`config.mk`:
```
export PLATFORM = sky130hd
export DESIGN_NAME = offset_cal_seq
export DESIGN_NICKNAME = d
export VERILOG_FILES = /design/src/rtl/ocs_pkg.sv /design/src/rtl/ocs_release_qual.sv /design/src/rtl/ocs_chan.sv /design/src/rtl/ocs_subsat.sv /design/src/rtl/offset_cal_seq.sv
export SDC_FILE = /design/constraint.sdc
export NUM_CORES = 1
export LEC_CHECK = 0
export BUFFER_PORTS_ARGS = -buffer_cell sky130_fd_sc_hd__clkbuf_2
export CORE_AREA = 4 4 152 154
export CTS_CLUSTER_SIZE = 8
export DETAILED_ROUTE_END_ITERATION = 10
export DIE_AREA = 0 0 156 158
export PLACE_DENSITY = 0.65
export SKIP_CTS_REPAIR_TIMING = 1
export SLEW_MARGIN = 10
export SYNTH_ARGS = -nofsm -noshare
export SYNTH_HDL_FRONTEND = slang
export SYNTH_SLANG_ARGS = --single-unit
```
`constraint.sdc`:
```
create_clock -name clk -period 8.9 [get_ports clk]
set_input_delay 1.78 -clock clk [delete_from_list [all_inputs] [get_ports clk]]
set_output_delay 1.78 -clock clk [all_outputs]
set_load 0.03 [all_outputs]
```
`src/rtl/ocs_pkg.sv`:
```
package ocs_pkg;

    typedef enum logic [1:0] {
        ST_PWRDN   = 2'd0,
        ST_MEASURE = 2'd1,
        ST_STREAM  = 2'd2
    } ocs_state_e;

endpackage

```
`src/rtl/ocs_release_qual.sv`:
```
module ocs_release_qual #(
    parameter int PD_MIN = 3
) (
    input  logic clk,
    input  logic pwr_dn_n,
    output logic release_ok
);
    localparam int CW = $clog2(PD_MIN + 1);

    logic [CW-1:0] low_cnt;

    always_ff @(posedge clk) begin
        if (!pwr_dn_n) begin
            if (low_cnt != CW'(PD_MIN)) begin
                low_cnt <= low_cnt + 1'b1;
            end
        end else begin
            low_cnt <= '0;
        end
    end

    assign release_ok = pwr_dn_n && (low_cnt >= CW'(PD_MIN));

endmodule

```
`src/rtl/ocs_chan.sv`:
```
module ocs_chan #(
    parameter int DATA_W   = 20,
    parameter int AVG_LOG2 = 8
) (
    input  logic                     clk,
    input  logic                     acc_clr,
    input  logic                     acc_add,
    input  logic                     off_load,
    input  logic                     off_clr,
    input  logic signed [DATA_W-1:0] din,
    output logic signed [DATA_W-1:0] off
);
    localparam int ACC_W = DATA_W + AVG_LOG2;

    logic signed [ACC_W-1:0] acc;
    logic signed [ACC_W-1:0] sum_nxt;

    assign sum_nxt = acc + {{AVG_LOG2{din[DATA_W-1]}}, din};

    always_ff @(posedge clk) begin
        if (acc_clr) begin
            acc <= '0;
        end else if (acc_add) begin
            acc <= sum_nxt;
        end
    end

    // Upper slice of the sum is the arithmetic right shift by AVG_LOG2.
    always_ff @(posedge clk) begin
        if (off_clr) begin
            off <= '0;
        end else if (off_load) begin
            off <= sum_nxt[ACC_W-1:AVG_LOG2];
        end
    end

endmodule

```
`src/rtl/ocs_subsat.sv`:
```
module ocs_subsat #(
    parameter int DATA_W = 20
) (
    input  logic signed [DATA_W-1:0] a,
    input  logic signed [DATA_W-1:0] b,
    output logic signed [DATA_W-1:0] y
);
    localparam logic signed [DATA_W-1:0] MAX_V = {1'b0, {(DATA_W-1){1'b1}}};
    localparam logic signed [DATA_W-1:0] MIN_V = {1'b1, {(DATA_W-1){1'b0}}};

    logic signed [DATA_W:0] diff;
    logic                   ovf;

    assign diff = {a[DATA_W-1], a} - {b[DATA_W-1], b};
    assign ovf  = diff[DATA_W] != diff[DATA_W-1];

    always_comb begin
        if (ovf) begin
            y = diff[DATA_W] ? MIN_V : MAX_V;
        end else begin
            y = diff[DATA_W-1:0];
        end
    end

    always_comb begin
        if (!a[DATA_W-1] && b[DATA_W-1]) begin
            AST_NO_WRAP_POS: assert (!y[DATA_W-1]);
        end
        if (a[DATA_W-1] && !b[DATA_W-1]) begin
            AST_NO_WRAP_NEG: assert (y[DATA_W-1]);
        end
    end

endmodule

```
`src/rtl/offset_cal_seq.sv`:
```
module offset_cal_seq
    import ocs_pkg::*;
#(
    parameter int DATA_W   = 20,
    parameter int WIN_LEN  = 4096,
    parameter int AVG_LOG2 = 8,
    parameter int PD_MIN   = 3
) (
    input  logic              clk,
    input  logic              pwr_dn_n,
    input  logic              cal_en_n,
    input  logic              smp_vld,
    input  logic [DATA_W-1:0] smp_l,
    input  logic [DATA_W-1:0] smp_r,
    output logic              out_stb,
    output logic [DATA_W-1:0] out_l,
    output logic [DATA_W-1:0] out_r,
    output logic              cal_flag
);
    localparam int NCH       = 2;
    localparam int WIN_W     = $clog2(WIN_LEN);
    localparam int AVG_LEN   = 2 ** AVG_LOG2;
    localparam int AVG_START = WIN_LEN - AVG_LEN;

    ocs_state_e state, state_nx;

    logic              release_ok;
    logic [WIN_W-1:0]  win_cnt;
    logic              win_last;
    logic              in_avg;
    logic              acc_clr, acc_add, off_load, off_clr;

    logic signed [DATA_W-1:0] din_a  [NCH];
    logic signed [DATA_W-1:0] off_a  [NCH];
    logic signed [DATA_W-1:0] corr_a [NCH];
    logic        [DATA_W-1:0] out_a  [NCH];

    assign din_a[0] = smp_l;
    assign din_a[1] = smp_r;
    assign out_l    = out_a[0];
    assign out_r    = out_a[1];

    ocs_release_qual #(.PD_MIN(PD_MIN)) u_qual (
        .clk        (clk),
        .pwr_dn_n   (pwr_dn_n),
        .release_ok (release_ok)
    );

    assign win_last = win_cnt == WIN_W'(WIN_LEN - 1);
    assign in_avg   = win_cnt >= WIN_W'(AVG_START);

    always_comb begin
        state_nx = state;
        if (!pwr_dn_n) begin
            state_nx = ST_PWRDN;
        end else begin
            unique case (state)
                ST_PWRDN:   state_nx = (release_ok && !cal_en_n) ? ST_MEASURE : ST_STREAM;
                ST_MEASURE: state_nx = (smp_vld && win_last) ? ST_STREAM : ST_MEASURE;
                ST_STREAM:  state_nx = ST_STREAM;
                default:    state_nx = ST_PWRDN;
            endcase
        end
    end

    assign acc_clr  = state == ST_PWRDN;
    assign acc_add  = (state == ST_MEASURE) && smp_vld && in_avg;
    assign off_load = (state == ST_MEASURE) && smp_vld && win_last && pwr_dn_n;
    assign off_clr  = (state == ST_PWRDN) && release_ok && cal_en_n;

    // State register and window counter
    always_ff @(posedge clk) begin
        state <= state_nx;
        if (state != ST_MEASURE) begin
            win_cnt <= '0;
        end else if (smp_vld) begin
            win_cnt <= win_cnt + 1'b1;
        end
    end

    for (genvar c = 0; c < NCH; c++) begin : g_chan
        ocs_chan #(.DATA_W(DATA_W), .AVG_LOG2(AVG_LOG2)) u_chan (
            .clk      (clk),
            .acc_clr  (acc_clr),
            .acc_add  (acc_add),
            .off_load (off_load),
            .off_clr  (off_clr),
            .din      (din_a[c]),
            .off      (off_a[c])
        );

        ocs_subsat #(.DATA_W(DATA_W)) u_sub (
            .a (din_a[c]),
            .b (off_a[c]),
            .y (corr_a[c])
        );
    end

    // Output register
    always_ff @(posedge clk) begin
        out_stb  <= smp_vld;
        cal_flag <= state_nx == ST_MEASURE;
        for (int c = 0; c < NCH; c++) begin
            if (!pwr_dn_n) begin
                out_a[c] <= '0;
            end else if (smp_vld) begin
                out_a[c] <= (state == ST_STREAM) ? corr_a[c] : '0;
            end
        end
    end

    AST_PWRDN_ZERO: assert property (@(posedge clk) disable iff (!pwr_dn_n)
        $past(!pwr_dn_n) |-> (out_l == '0 && out_r == '0 && !cal_flag));

    AST_FLAG_NEEDS_EN: assert property (@(posedge clk) disable iff (!pwr_dn_n)
        $rose(cal_flag) |-> $past(!cal_en_n));

    AST_FLAG_FALL_ON_STB: assert property (@(posedge clk) disable iff (!pwr_dn_n)
        $fell(cal_flag) |-> ($past(smp_vld) || $past(!pwr_dn_n)));

    AST_WINDOW_ZERO: assert property (@(posedge clk) disable iff (!pwr_dn_n)
        (cal_flag && smp_vld) |=> (out_l == '0 && out_r == '0));

    AST_STB_LATENCY: assert property (@(posedge clk) disable iff (!pwr_dn_n)
        smp_vld |=> out_stb);

    AST_HOLD_NO_STB: assert property (@(posedge clk) disable iff (!pwr_dn_n)
        (!smp_vld && $past(pwr_dn_n)) |=> ($stable(out_l) && $stable(out_r)));

endmodule

```
# Word-level counts from Yosys, hierarchy flattened
# Memory sizes are Yosys's and may differ from the RTL's.
# Cells that the tools add are included.
# W data, S select, Z words.
# totals
mem_bits_rw	40
romBits	0
ff_bits	114
wordCells	55
n_memories	1
latch_bits	0
inputBits	44
# memory_table
name	depth	word_bits	read_ports	rd_ports_with_merged_regs	write_ports	line	source
out_a	2	20	2	0	2	offset_cal_seq.sv:36	logic [DATA_W-1:0] out_a [NCH];
# classes
reduce_logical	11
n_bitwise	2
add_sub_neg	6
order_cmp	2
n_eq_ne	8
div_mod_pow	0
shift	0
multipliers	0
mux	16
# op_table
operator	n
$mux W20	8
$add A28 B28 Y28	2
$sub A20 B20 Y21	2
$add A12 B1 Y12 const B	1
$eq A12 B12 Y1 const B	1
$ge A12 B12 Y1 const B	1
$logic_and A1 B1 Y1	9
$mux W2	3
$pmux W2 S3	1
$eq A2 B1 Y1 const B	2
$mux W1	4
$add A2 B1 Y2 const B	1
$eq A2 B2 Y1 const B	1
$ge A2 B2 Y1 const B	1
$logic_not A2 Y1	1
$ne A1 B1 Y1	2
$ne A2 B1 Y1 const B	1
$ne A2 B2 Y1 const B	1
$or A1 B1 Y1	2
$logic_not A1 Y1	1

# Depth between registers and ports, before layout
# logic_depth
depth_word	7
depth_mapped	13

# Modules after synthesis
# From an unflattened synthesis, not the netlist that was laid out.
# hier_totals
hier_cells	1414
area_unflattened_um2	11979.0
# by_module_without_submodules
mod	cells_per_inst	seq_area_each_um2	n_inst	area_each_um2
ocs_chan	432	960.9	2	3478.3
ocs_subsat	187	0.0	2	1361.3
offset_cal_seq	168	1521.5	1	2213.4
ocs_release_qual	8	40.0	1	86.3

# Least setup slack after synthesis
# No wires, ideal clock.
# synth_path
path_type	in2reg
from	input port smp_r[0]
to	memory out_a[1][12], data pin
stages	13
arrival_ns	3.888
required_time_ns	8.646
slack_ns	4.759
setup_ns	0.254
path_cell_list	inv_1 -> ha_1 -> inv_1 -> fa_1 -> a211oi_1 -> o21bai_1 -> o21ai_1 -> a31oi_1 -> and4_1 -> o22ai_2 -> a21oi_4 -> buf_6 -> a21o_1
# synth_lines
element	line	source
start, declared	offset_cal_seq.sv:14	input logic [DATA_W-1:0] smp_r,
end, declared	offset_cal_seq.sv:36	

==> metrics.yaml <==
drv_cap: 0
synth_edf_count: 40
final_max_slew_viol_count: 0
yosys.area_share.simple_pct: 18.2
avgRoutedWirePerCell_um: 16.6
synth_area_per_cell_um2: 8.26
fin_crit_ns: 4.26
grt_pass1_wl_mm: 45.2
synth_top_family_by_area: "compound AO/OA/AOI/OAI gates"
cp_max_fo: 18
vias: 9391
dpl.hpwl_mm: 19.4
cts_tree: "yes"
relSlewSlack_pct: 22.7
core_mm2: 0.0217
totalPowerFinal_mw: 2.11
ant_nets: 0
n_fill_cell: 2053
clk_path_buf_depth: 2
p_per_area_mw_per_mm2: 175
setup_viol: 0
clock_sinks: 154
gp_congestion: 0.874
peakVddDrop_mv: 0.107
htree_levels: 4
clk_pin_slew_ns: 0.07
final_common_cell: "nand2_1"
synthMuxAreaShare_pct: 1.22
syn2layout_area_growth_pct: 12.0
wl_mm: 27.4
reg2reg_slack_ns: 5.81
mostFrequentLayoutCells: "nand2_1, a21oi_1, dfxtp_1, ha_1, clkbuf_2"
drt_iter0_drc: 565
clockRootBuffer: "clkbuf_16"
synth_area_mm2: 0.0107
die_area_mm2: 0.0246
cts_buffers: 17
p_leak_nw: 5.33
synth_warnings: 0
rsz0062_at_grt: "no"
hold_path.class: "register to register"
synth_area_leaders: "dfxtp_1, edfxtp_1, ha_1"
synth_cells: 1299
end_kind: "register"
synth.distinct_cells: 82
critPathBufInv: 3
synth.largest_area_cell: "dfxtp_1"
die_y_um: 158
tightestPinTransition_ns: 1.16
tns_ns: 0
final_util_pct: 55.4
yosysSeqAreaShare_pct: 32.5
status: "complete, no violations"
n_antenna_cell: 0
synth-seq-cells: 154
slowest_stage: "o21ai_2"
num_rows: 54
startpoint_type: "input pin"
synth_xor_area_share_pct: 6.53
finalCritPeriodShare_pct: 47.9
boundaryPins: 86
hold_ws_ns: 0.453
grt_pass1_vias: 9007
skew_ns: 0.0116
worst_slack_ns: 4.64
path_delay_family: "compound AO/OA/AOI/OAI gates"
arrival_ns: 4.57
viasPerCell: 5.69
antenna_found_initial: 0
synthArstFlopShare_pct: 0
cpPeakStageDelay_ns: 0.64
insertion_delay_ns: 0.43
drt_pass1_iterations: 5
die_w_um: 156
layout-drive-gt1-share_pct: 11.6
layout.nets: 1500
initial_core_util_pct: 49.5
fmax_ghz: 0.235
place_ws_ns: 4.26
critPathKind: "input pin to register"
synthAdderAreaFrac_pct: 11.9
hold_viol: 0
grt_max_degree: 62
drcViolationCount: 0
grt_overflow_total: 0
synth_top_area_share_pct: 21.3
grt_util_all_layers_pct: 22.4
numPortBuffers: 85
syn-num-nets: 1443
synth_flop_cell: "dfxtp_1"
cp_common_cell: "inv_1"
synth_compound_area_share_pct: 25.3
cp.required_ns: 9.21
path_cells: "clkbuf_2, inv_1, ha_1, inv_1, fa_1, a211oi_1, o21ai_1, nand3b_1, a31oi_1, o2bb2ai_1, or2_1, o21ai_2, a31o_2"
## worst min-delay path: cells and delay by family, from the launching register on
| family | cells | cell delay, ns |
|---|---|---|
| flops | 1 | 0.31 |
| simple gates | 1 | 0.05 |
| compound gates | 1 | 0.05 |
## report_power, final
part,internal (mW),total [mW],switching (mW)
Clock,0.481,0.815,0.334
Combinational,0.185,0.504,0.319
Sequential,0.776,0.790,0.0138
Total,1.44,2.11,0.667
## cells by family (layout without fill, tap and decap cells)
| logic type | after synthesis | count (layout) |
|---|---|---|
| and+or+nand+nor | 419 | 419 |
| buffers and inverters | 118 | 188 |
| AOI/OAI and AO/OA | 415 | 415 |
| xor gates and xnor gates | 80 | 80 |
| DFF | 154 | 154 |
| muxes | 13 | 13 |
| adders and majority gates | 100 | 100 |
## worst paths after layout
| kind | from | end | cells past startpoint |
|---|---|---|---|
| hold / removal | g_chan[1].u_chan.off[3] | g_chan[1].u_chan.off[3] | 2 |
| setup reg to reg | g_chan[0].u_chan.off[0] | out_a[0][5] | 11 |
| hold reg to reg | g_chan[1].u_chan.off[3] | g_chan[1].u_chan.off[3] | 2 |
| setup / recovery | smp_l[0] | out_a[0][5] | 13 |
## metal layers
layer | global-route usage [%] | share of wire [%] | up-vias
met2 | 36.4 | 45 | 172
li1 | - | - | 4793
met4 | 7.00 | 2.2 | 0
met1 | 31.1 | 49 | 4388
met5 | 0 | 0 | -
met3 | 2.84 | 3.5 | 38
## registers in the layout, summed over array words and instances, names as in the netlist
name and cells:
win_cnt 12, g_chan.u_chan.acc 56, state 2, g_chan.u_chan.off 40
out_a 40, out_stb 1, u_qual.low_cnt 2, cal_flag 1
## area by class of cell
class                           instances  area (um2)  area share [%]
Multi-Input combinational cell       1027        6820            56.7
Sequential cell                       154        3480            29.0
Clock buffer                           21         514            4.28
Timing Repair Buffer                   91         470            3.91
Tap cell                              280         350            2.91
Inverter                               65         244            2.03
Clock inverter                         11         139            1.16
## Yosys cell counts (10+ instances only)
cell type and instances:
and3_1 25, o21a_1 10, xor2_1 36, clkbuf_1 42, nor2_1 77, a21o_1 77, nand4_1 12, a211oi_1 22
o21ai_0 64, dfxtp_1 114, ha_1 96, a31oi_1 18, nand2_1 170, mux2i_1 12, nand2b_1 18, nand3_1 46
inv_1 65, edfxtp_1 40, nor3_1 28, o21bai_1 14, a21oi_1 140, xnor2_1 44
## metrics by stage
| step | std cells | area, um2 |
|---|---|---|
| floorplan | 1299 | 10700 |
| global placement | 1617 | 11400 |
| detailed placement | 1617 | 11400 |
| CTS | 1649 | 12000 |
| global route | 1649 | 12000 |
| finish | 1649 | 12000 |
Power figures use the tool's default switching activity.
